<file path="config.mk">
export PLATFORM = sky130hd
export DESIGN_NAME = pt_walker
export DESIGN_NICKNAME = d
export VERILOG_FILES = /design/src/rtl/pt_walker_pkg.sv /design/src/rtl/ptw_va_split.sv /design/src/rtl/ptw_addr_form.sv /design/src/rtl/ptw_entry_chk.sv /design/src/rtl/ptw_ctrl.sv /design/src/rtl/pt_walker.sv
export SDC_FILE = /design/constraint.sdc
export NUM_CORES = 1
export LEC_CHECK = 0
export CAP_MARGIN = 40
export CORE_ASPECT_RATIO = 0.7
export CORE_MARGIN = 8
export CORE_UTILIZATION = 55
export DETAILED_ROUTE_END_ITERATION = 12
export DONT_BUFFER_PORTS = 1
export PLACE_DENSITY = 0.82
export SYNTH_ARGS = -nofsm -noshare
export SYNTH_HDL_FRONTEND = slang
export SYNTH_SLANG_ARGS = --single-unit
export TNS_END_PERCENT = 100
</file>
<file path="constraint.sdc">
create_clock -name clk -period 3.1 [get_ports clk]
set_input_delay 0.93 -clock clk [delete_from_list [all_inputs] [get_ports clk]]
set_output_delay 0.93 -clock clk [all_outputs]
set_load 0.01 [all_outputs]
</file>
<file path="src/rtl/pt_walker_pkg.sv">
package pt_walker_pkg;

  typedef enum logic [1:0] {
    WK_IDLE = 2'd0,
    WK_LVL1 = 2'd1,
    WK_LVL2 = 2'd2
  } walk_state_t;

  localparam int unsigned NUM_LEVELS = 2;

endpackage

</file>
<file path="src/rtl/ptw_va_split.sv">
module ptw_va_split #(
  parameter int unsigned IDX_W = 4,
  localparam int unsigned VA_W = 3 * IDX_W
) (
  input  logic [VA_W-1:0]  vaddr,
  output logic [IDX_W-1:0] idx_l1,
  output logic [IDX_W-1:0] idx_l2,
  output logic [IDX_W-1:0] page_off
);

  // layout: {level-1 index, level-2 index, page offset}
  assign idx_l1   = vaddr[VA_W-1 -: IDX_W];
  assign idx_l2   = vaddr[VA_W-IDX_W-1 -: IDX_W];
  assign page_off = vaddr[IDX_W-1:0];

endmodule

</file>
<file path="src/rtl/ptw_addr_form.sv">
module ptw_addr_form #(
  parameter int unsigned IDX_W = 4,
  parameter int unsigned PPN_W = 8,
  localparam int unsigned PA_W = PPN_W + IDX_W
) (
  input  logic [PPN_W-1:0] table_frame,
  input  logic [IDX_W-1:0] entry_idx,
  output logic [PA_W-1:0]  word_addr
);

  // one table fills one page, so the entry index is the in-page word offset
  assign word_addr = {table_frame, entry_idx};

endmodule

</file>
<file path="src/rtl/ptw_entry_chk.sv">
module ptw_entry_chk #(
  parameter int unsigned PPN_W  = 8,
  parameter int unsigned DATA_W = 32
) (
  input  logic [DATA_W-1:0] entry,
  output logic              present,
  output logic [PPN_W-1:0]  frame
);

  assign present = entry[0];
  assign frame   = entry[PPN_W:1];

  generate
    if (DATA_W > PPN_W + 1) begin : g_spare
      logic unused_spare;
      assign unused_spare = ^entry[DATA_W-1:PPN_W+1];
    end
  endgenerate

endmodule

</file>
<file path="src/rtl/ptw_ctrl.sv">
module ptw_ctrl
  import pt_walker_pkg::*;
#(
  parameter int unsigned IDX_W  = 4,
  parameter int unsigned PPN_W  = 8,
  parameter int unsigned DATA_W = 32,
  localparam int unsigned PA_W  = PPN_W + IDX_W,
  localparam int unsigned KEEP_W = 2 * IDX_W
) (
  input  logic              clk,
  input  logic              rst_n,
  input  logic              req_valid,
  output logic              req_ready,
  input  logic [IDX_W-1:0]  req_idx_l2,
  input  logic [IDX_W-1:0]  req_off,
  output logic [IDX_W-1:0]  held_idx_l2,
  input  logic [PA_W-1:0]   addr_l1,
  input  logic [PA_W-1:0]   addr_l2,
  input  logic              ent_present,
  input  logic [PPN_W-1:0]  ent_frame,
  input  logic              mem_rsp_valid,
  output logic              mem_rd_valid,
  output logic [PA_W-1:0]   mem_rd_addr,
  output logic              done,
  output logic              fault,
  output logic              fault_lvl,
  output logic [PA_W-1:0]   rsp_paddr
);

  walk_state_t       state_q, state_d;
  logic [KEEP_W-1:0] keep_q;
  logic              rd_v_q, rd_v_d;
  logic [PA_W-1:0]   rd_a_q, rd_a_d;
  logic              done_q, done_d;
  logic              flt_q, flt_d;
  logic              lvl_q, lvl_d;
  logic [PA_W-1:0]   pa_q, pa_d;
  logic              accept;

  assign accept      = req_valid && (state_q == WK_IDLE);
  assign held_idx_l2 = keep_q[KEEP_W-1 -: IDX_W];

  always_comb begin
    state_d = state_q;
    rd_v_d  = 1'b0;
    rd_a_d  = rd_a_q;
    done_d  = 1'b0;
    flt_d   = flt_q;
    lvl_d   = lvl_q;
    pa_d    = pa_q;
    unique case (state_q)
      WK_IDLE: begin
        if (req_valid) begin
          state_d = WK_LVL1;
          rd_v_d  = 1'b1;
          rd_a_d  = addr_l1;
        end
      end
      WK_LVL1: begin
        if (mem_rsp_valid) begin
          if (!ent_present) begin
            state_d = WK_IDLE;
            done_d  = 1'b1;
            flt_d   = 1'b1;
            lvl_d   = 1'b0;
            pa_d    = '0;
          end else begin
            state_d = WK_LVL2;
            rd_v_d  = 1'b1;
            rd_a_d  = addr_l2;
          end
        end
      end
      WK_LVL2: begin
        if (mem_rsp_valid) begin
          state_d = WK_IDLE;
          done_d  = 1'b1;
          lvl_d   = 1'b1;
          flt_d   = !ent_present;
          pa_d    = ent_present ? {ent_frame, keep_q[IDX_W-1:0]} : '0;
        end
      end
      default: state_d = WK_IDLE;
    endcase
  end

  always_ff @(posedge clk or negedge rst_n) begin
    if (!rst_n) begin
      state_q <= WK_IDLE;
      keep_q  <= '0;
      rd_v_q  <= 1'b0;
      rd_a_q  <= '0;
      done_q  <= 1'b0;
      flt_q   <= 1'b0;
      lvl_q   <= 1'b0;
      pa_q    <= '0;
    end else begin
      state_q <= state_d;
      rd_v_q  <= rd_v_d;
      done_q  <= done_d;
      if (accept) begin
        keep_q <= {req_idx_l2, req_off};
      end
      if (rd_v_d) begin
        rd_a_q <= rd_a_d;
      end
      if (done_d) begin
        flt_q <= flt_d;
        lvl_q <= lvl_d;
        pa_q  <= pa_d;
      end
    end
  end

  assign req_ready    = (state_q == WK_IDLE);
  assign mem_rd_valid = rd_v_q;
  assign mem_rd_addr  = rd_a_q;
  assign done         = done_q;
  assign fault        = flt_q;
  assign fault_lvl    = lvl_q;
  assign rsp_paddr    = pa_q;


  first_read_chk: assert property (@(posedge clk) disable iff (!rst_n)
    (req_valid && req_ready) |=> (mem_rd_valid && mem_rd_addr == $past(addr_l1)));


  single_pulse_chk: assert property (@(posedge clk) disable iff (!rst_n)
    mem_rd_valid |=> !mem_rd_valid);


  one_outstanding_chk: assert property (@(posedge clk) disable iff (!rst_n)
    (!req_ready && !mem_rsp_valid) |=> !mem_rd_valid);


  l1_fault_chk: assert property (@(posedge clk) disable iff (!rst_n)
    (state_q == WK_LVL1 && mem_rsp_valid && !ent_present)
      |=> (done && fault && !fault_lvl && !mem_rd_valid));


  second_read_chk: assert property (@(posedge clk) disable iff (!rst_n)
    (state_q == WK_LVL1 && mem_rsp_valid && ent_present)
      |=> (mem_rd_valid && mem_rd_addr == {$past(ent_frame), held_idx_l2}));


  walk_ok_chk: assert property (@(posedge clk) disable iff (!rst_n)
    (state_q == WK_LVL2 && mem_rsp_valid && ent_present)
      |=> (done && !fault && fault_lvl && rsp_paddr[PA_W-1 -: PPN_W] == $past(ent_frame)));


  done_pulse_chk: assert property (@(posedge clk) disable iff (!rst_n)
    done |=> !done);


  result_hold_chk: assert property (@(posedge clk) disable iff (!rst_n)
    !done |-> ($stable(rsp_paddr) && $stable(fault) && $stable(fault_lvl)));


  stray_rsp_chk: assert property (@(posedge clk) disable iff (!rst_n)
    (req_ready && mem_rsp_valid && !req_valid) |=> (!done && !mem_rd_valid && req_ready));

endmodule

</file>
<file path="src/rtl/pt_walker.sv">
module pt_walker
  import pt_walker_pkg::*;
#(
  parameter int unsigned IDX_W  = 4,
  parameter int unsigned PPN_W  = 8,
  parameter int unsigned DATA_W = 32,
  localparam int unsigned VA_W  = 3 * IDX_W,
  localparam int unsigned PA_W  = PPN_W + IDX_W
) (
  input  logic              clk,
  input  logic              rst_n,
  input  logic              req_valid,
  output logic              req_ready,
  input  logic [VA_W-1:0]   req_vaddr,
  input  logic [PPN_W-1:0]  req_root,
  output logic              done,
  output logic              fault,
  output logic              fault_lvl,
  output logic [PA_W-1:0]   rsp_paddr,
  output logic              mem_rd_valid,
  output logic [PA_W-1:0]   mem_rd_addr,
  input  logic              mem_rsp_valid,
  input  logic [DATA_W-1:0] mem_rsp_data
);

  logic [IDX_W-1:0] va_l1, va_l2, va_off, held_l2;
  logic             ent_present;
  logic [PPN_W-1:0] ent_frame;
  logic [PPN_W-1:0] lvl_base [NUM_LEVELS];
  logic [IDX_W-1:0] lvl_idx  [NUM_LEVELS];
  logic [PA_W-1:0]  lvl_addr [NUM_LEVELS];

  ptw_va_split #(.IDX_W(IDX_W)) u_split (
    .vaddr    (req_vaddr),
    .idx_l1   (va_l1),
    .idx_l2   (va_l2),
    .page_off (va_off)
  );

  ptw_entry_chk #(.PPN_W(PPN_W), .DATA_W(DATA_W)) u_entry (
    .entry   (mem_rsp_data),
    .present (ent_present),
    .frame   (ent_frame)
  );

  for (genvar lv = 0; lv < NUM_LEVELS; lv++) begin : g_lvl
    if (lv == 0) begin : g_root
      assign lvl_base[lv] = req_root;
      assign lvl_idx[lv]  = va_l1;
    end else begin : g_leaf
      assign lvl_base[lv] = ent_frame;
      assign lvl_idx[lv]  = held_l2;
    end
    ptw_addr_form #(.IDX_W(IDX_W), .PPN_W(PPN_W)) u_addr (
      .table_frame (lvl_base[lv]),
      .entry_idx   (lvl_idx[lv]),
      .word_addr   (lvl_addr[lv])
    );
  end

  ptw_ctrl #(.IDX_W(IDX_W), .PPN_W(PPN_W), .DATA_W(DATA_W)) u_ctrl (
    .clk           (clk),
    .rst_n         (rst_n),
    .req_valid     (req_valid),
    .req_ready     (req_ready),
    .req_idx_l2    (va_l2),
    .req_off       (va_off),
    .held_idx_l2   (held_l2),
    .addr_l1       (lvl_addr[0]),
    .addr_l2       (lvl_addr[1]),
    .ent_present   (ent_present),
    .ent_frame     (ent_frame),
    .mem_rsp_valid (mem_rsp_valid),
    .mem_rd_valid  (mem_rd_valid),
    .mem_rd_addr   (mem_rd_addr),
    .done          (done),
    .fault         (fault),
    .fault_lvl     (fault_lvl),
    .rsp_paddr     (rsp_paddr)
  );


  busy_no_ready_chk: assert property (@(posedge clk) disable iff (!rst_n)
    (req_valid && req_ready) |=> !req_ready);


  l1_fault_zero_pa_chk: assert property (@(posedge clk) disable iff (!rst_n)
    (done && !fault_lvl) |-> (fault && rsp_paddr == '0));

endmodule

</file>
Word level (Yosys, flattened, before mapping)
Cells that the tools add are included.
{"block": "totals", "regBits": 38, "inputBits": 56, "out_inout_bits": 29, "wordCells": 53}
{"block": "classes", "n_eq_ne": 7, "n_reduce_logical": 8, "mux": 30}
{"cell": "$mux W12", "count": 7}
{"cell": "$pmux W12 S2", "count": 2}
{"cell": "$mux W1", "count": 12}
{"cell": "$ne A2 B2 Y1 const B", "count": 5}
{"cell": "$reduce_and A5 Y1", "count": 2}
{"cell": "$mux W2", "count": 4}
{"cell": "$pmux W1 S2", "count": 4}
{"cell": "$pmux W2 S3", "count": 1}
{"cell": "$reduce_bool A2 Y1", "count": 2}
{"cell": "$reduce_and A3 Y1", "count": 1}
{"cell": "$eq A2 B1 Y1 const B", "count": 1}
{"cell": "$eq A2 B2 Y1 const B", "count": 1}
{"cell": "$logic_not A2 Y1", "count": 1}
{"cell": "$logic_and A1 B1 Y1", "count": 1}
{"cell": "$logic_not A1 Y1", "count": 1}

Logic depth before layout (Yosys ltp)
{"block": "depth", "ltp_word": 4, "ltp_mapped": 8, "depth_no_buf": 6}

Modules after synthesis
A second synthesis with hierarchy kept.
{"block": "hier_totals", "hier_cells": 206, "area_unflattened_um2": 2115.8}
{"module": "ptw_ctrl", "area_each_um2": 1778.0, "instances": 1, "seq_area_each_um2": 950.9, "cells_per_inst": 161}
{"module": "ptw_addr_form", "area_each_um2": 90.1, "instances": 2, "seq_area_each_um2": 0.0, "cells_per_inst": 12}
{"module": "ptw_va_split", "area_each_um2": 90.1, "instances": 1, "seq_area_each_um2": 0.0, "cells_per_inst": 12}
{"module": "ptw_entry_chk", "area_each_um2": 67.6, "instances": 1, "seq_area_each_um2": 0.0, "cells_per_inst": 9}

Least setup slack after synthesis
Ideal clock, no wire load.
{"block": "synth_timing", "path_type": "input-to-reg", "start": "input port req_valid", "end": "register u_ctrl.rd_a_q[0] (netlist: u_ctrl.mem_rd_addr[0])", "cell_stages": 5, "path_buffers": 1, "setup_time_ps": 125, "slack_ps": 1128, "arrival_time_ps": 1847, "t_required_ps": 2975, "path_cell_list": "nand2_2 a21oi_2 o2111ai_2 buf_6 mux2_4"}
{"block": "synth_between", "elab_chain_len": 3, "word_cells_on_any_way": 4, "cone_classes": "eq/ne: 1; mux: 2; reduce/logical: 1"}
{"element": "from (decl)", "line": "pt_walker.sv:12", "text": "input logic req_valid,"}
{"element": "$mux W1", "line": "ptw_ctrl.sv:53", "text": "if (req_valid) begin"}
{"element": "$pmux W1 S2", "line": "ptw_ctrl.sv:51", "text": "unique case (state_q)"}
{"element": "via u_ctrl.rd_v_d", "line": "ptw_ctrl.sv:32", "text": "logic rd_v_q, rd_v_d;"}
{"element": "$reduce_and A5 Y1 (no line)"}
{"element": "to (signal assigned)", "line": "ptw_ctrl.sv:105", "text": "rd_a_q <= rd_a_d;"}
{"element": "to (decl)", "line": "ptw_ctrl.sv:33", "text": "logic [PA_W-1:0] rd_a_q, rd_a_d;"}
The timed path passes the listed nets, and every way through them passes these cells.
A chain may end at the register's enable or synchronous reset.

Final worst setup path
{"block": "layout_timing", "start": "register u_ctrl.state_q[1]", "end": "register u_ctrl.lvl_q (netlist: u_ctrl.fault_lvl)"}
{"block": "layout_between", "elab_chain_len": 3, "word_cells_on_any_way": 9, "cone_classes": "eq/ne: 5; mux: 2; reduce/logical: 2"}
{"element": "from (decl)", "line": "ptw_ctrl.sv:30", "text": "walk_state_t state_q, state_d;"}
{"element": "from (signal assigned)", "line": "ptw_ctrl.sv:98", "text": "state_q <= state_d;"}
{"element": "$eq A2 B2 Y1 or $eq A2 B1 Y1 (tied branches)", "line": "ptw_ctrl.sv:51"}
{"element": "$pmux W1 S2, or another cell as far along", "line": "ptw_ctrl.sv:51"}
{"element": "$reduce_and A5 Y1 (no line)"}
{"element": "to (signal assigned)", "line": "ptw_ctrl.sv:109", "text": "lvl_q <= lvl_d;"}
{"element": "to (decl)", "line": "ptw_ctrl.sv:36", "text": "logic lvl_q, lvl_d;"}
Several ways; a longest one is shown, not always the timed one.

==> summary.txt <==
STA
  • Worst Max-Slew Pin Slew: 0.408 ns
  • Number of pins with negative max-slew slack in the final report: 0
  • Setup repair after global routing missed its margin: false
  • Worst-case clock skew: 0.00848 ns
  • Min Clock Period, post-route: 2.07 ns
  • Relative slew slack: 0.725
  • Final cycle utilization of the critical path: 0.669
  • Final Hold Vio Count: 0
  • Number of setup violations in the final report: 0
  • Max frequency: 482 MHz
  • Post-Route Hold Slack: 0.329 ns
  • Setup TNS: 0 ns

Clocking
  • Hold Buf Count CTS: 0
  • Number of buffers inserted by post-CTS setup repair: 0
  • Register clock-pin slew on the reported worst setup and hold paths: 0.08 ns
  • H-Tree Depth: 2
  • TritonCTS clock tree: built
  • CTS-repair resized insts: 0
  • Clk buf depth: 2
  • Insertion delay to the later sink of the worst-skew pair: 0.29 ns
  • Cell at the root of the clock tree: clkbuf_8
  • Num CTS Buffers: 5
  • Sinks on Clock Net: 38

Route
  • Via count: 1041
  • Number of nets with antenna violations after routing: 0
  • Via/cell ratio: 5.63
  • Total wire length after detailed routing: 3980 um
  • Number of design-rule violations left by the first detailed-router iteration: 27
  • WL/cell: 21.5 um
  • Drc violations: 0
  • Count of TritonRoute iterations in the first routing pass: 3

Setup path
  • Critical path type: reg2reg
  • Setup crit start kind: flip-flop
  • Required time reported for the critical path endpoint: 3.27 ns
  • Slack of the worst reg-to-reg path: 1.03 ns
  • Arrival time reported for the critical path endpoint: 2.24 ns
  • Cells on worst reg2reg path: 6
  • Reg2reg start: u_ctrl.state_q[1]$_DFFE_PN0P_
  • Endpoint type of the worst setup path: flip-flop
  • Critical path peak fanout: 23
  • Capture point of the worst reg-to-reg path: u_ctrl.fault_lvl$_DFFE_PN0P_

Floorplanning
  • Die boundary height: 63.7 um
  • Horizontal die dimension: 84.1 um
  • Initial core utilization: 0.571
  • Total core area: 3130 um^2
  • Number of top-level design ports: 85
  • Number of placement rows: 17
  • Die Outline Area: 5350 um^2

GRT
  • Vias in the first global route: 1117
  • Antenna violations before repair: 0
  • Total congestion overflow: 0
  • GR met1 Demand/Resource: 0.177
  • Met3 usage in global routing: 0.0757
  • Overall routing resource usage: 0.152
  • Highest-utilization routing layer at the global route stage: met2
  • Maximum number of pins on one net before global-route repair: 39
  • Global routing met2 resource utilization: 0.241
  • First-pass GRT wire length: 6480 um

Final layout
  • Fraction of final layout cells with drive strength greater than 1: 0.354
  • FF+latch area: 951 um^2
  • Fillcell total: 260
  • Final antenna diode count: 0
  • Area used by multi-input combinational logic: 785 um^2
  • Area overhead of the layout relative to synthesis: 7.29%
  • Final net count: 208

Run
  • Count of max-cap constraint violations: 0

Synth
  • Share of Yosys cell area claimed by the top area cell type: 0.533
  • Mapped Avg Cell Area: 12.6 um^2
  • Library cells used by synthesis: 26
  • Largest area contributor in the synthesized netlist: dfrtp_1
  • Synth warnings: 0
  • Number of enable flip-flop cells after synthesis: 0
  • Share of synthesized area occupied by flip-flops and latches: 0.533
  • Gate Count Post-Synth: 142
  • Proportion of register bits with asynchronous set or reset after synthesis: 1.00
  • Netlist area before placement: 1790 um^2
  • Cell with the most instances after synthesis: dfrtp_1
  • Prevailing post-synth register cell: dfrtp_1
  • Largest cells by area after synthesis: dfrtp_1 53%, mux2_2 15%, mux2_4 8.4%, nand2_1 5.3%, ha_1 4.2%
  • Synthesized netlist net count: 204
  • Register bit total from synthesis: 38
  • Most frequent cells after synthesis: 38 x dfrtp_1, 25 x nand2_1, 24 x mux2_2

Power
  • Max VDD drop: 580 uV
  • Areal power density over the cells: 1050 nW/um^2
  • LEAKAGE: 0.877 nW
  • Overall power consumption: 2.01 mW

Run status
  • Run status: completed

Place
  • Final HPWL DP: 2990 um
  • Number of buffers added on ports: 0
  • GPL Wtd Cong: 0.788

Min path
  • Type of the tightest min-delay check: in2async
[logic make-up (layout without fill, tap and decap cells)]
family          Yosys count  count (layout)  synth area share
simple gates             35              35            0.0883
buf+inv                   9              14            0.0280
compound gates           20              20            0.0736
fa+ha+maj                 6               6            0.0420
flops                    38              38             0.533
mux                      34              34             0.235
[sequential cells by signal, indices dropped and copies added (netlist names)]
name / count
u_ctrl.fault: 1
u_ctrl.fault_lvl: 1
u_ctrl.done: 1
u_ctrl.state_q: 2
u_ctrl.mem_rd_addr: 12
u_ctrl.keep_q: 8
u_ctrl.mem_rd_valid: 1
u_ctrl.rsp_paddr: 12
[critical path, cell delays in order (launching register included)]
cell and delay, ns:
dfrtp_1 0.40, inv_1 0.11, ha_1 0.30, and2b_2 0.25
o211ai_2 0.25, buf_4 0.28, mux2_2 0.35
[power breakdown]
group / total [mW] / leakage (nW) / internal [mW] / switching, mW
sequential: 0.888 / 0.481 / 0.692 / 0.196
combinational: 0.773 / 0.349 / 0.427 / 0.346
clock: 0.353 / 0.0472 / 0.179 / 0.175
total: 2.01 / 0.877 / 1.30 / 0.716
[final cells by class]
cell class | instances | share of cell area
flip-flops and latches | 38 | 0.496
clock buffers | 6 | 0.0431
inverters | 3 | 0.00588
clock inverters | 2 | 0.00653
multi-input cells | 95 | 0.410
well taps | 38 | 0.0248
repair buffers | 3 | 0.0137
[worst max-delay path by stage]
| stage | from | end | slack (ns) | cells after the start |
|---|---|---|---|---|
| after floorplan | req_valid | u_ctrl.mem_rd_addr[0]$_DFFE_PN0P_ | 1.13 | 5 |
| after global placement | req_valid | u_ctrl.mem_rd_addr[4]$_DFFE_PN0P_ | 0.69 | 4 |
| after detailed placement | req_valid | u_ctrl.mem_rd_addr[5]$_DFFE_PN0P_ | 0.92 | 5 |
| after CTS | u_ctrl.state_q[0]$_DFFE_PN0P_ | req_ready | 1.02 | 2 |
| after global routing | u_ctrl.state_q[0]$_DFFE_PN0P_ | u_ctrl.mem_rd_addr[10]$_DFFE_PN0P_ | 0.91 | 7 |
| final | u_ctrl.state_q[1]$_DFFE_PN0P_ | u_ctrl.fault_lvl$_DFFE_PN0P_ | 1.03 | 6 |
[cells in the final DEF (no fill, tap or decap), types with 2 or more instances in the layout]
| cell | netlist | routed |
|---|---|---|
| buf_4 | 2 | 2 |
| clkbuf_8 | 0 | 6 |
| dfrtp_1 | 38 | 38 |
| ha_1 | 6 | 6 |
| inv_1 | 3 | 3 |
| mux2_2 | 24 | 24 |
| mux2_4 | 10 | 10 |
| nand2_1 | 25 | 25 |
| nand2b_1 | 2 | 2 |
| nor2_1 | 2 | 2 |
| o21ai_0 | 13 | 13 |
[stage by stage]
step	util	cell area (um^2)	instances	setup WS [ns]
final	0.613	1920	185	1.03
after global routing	0.613	1920	185	0.912
after CTS	0.613	1920	185	1.02
after detailed placement	0.582	1820	177	0.923
after global placement	0.579	1810	176	0.693
after floorplan	-	1790	142	1.13
[metal layers]
| layer | share of wire | routed length (um) |
|---|---|---|
| met2 | 0.51 | 2020 |
| met4 | 0.0053 | 21 |
| met1 | 0.40 | 1610 |
| met3 | 0.082 | 328 |
| met5 | 0 | 0 |
Power figures use the tool's default switching activity.
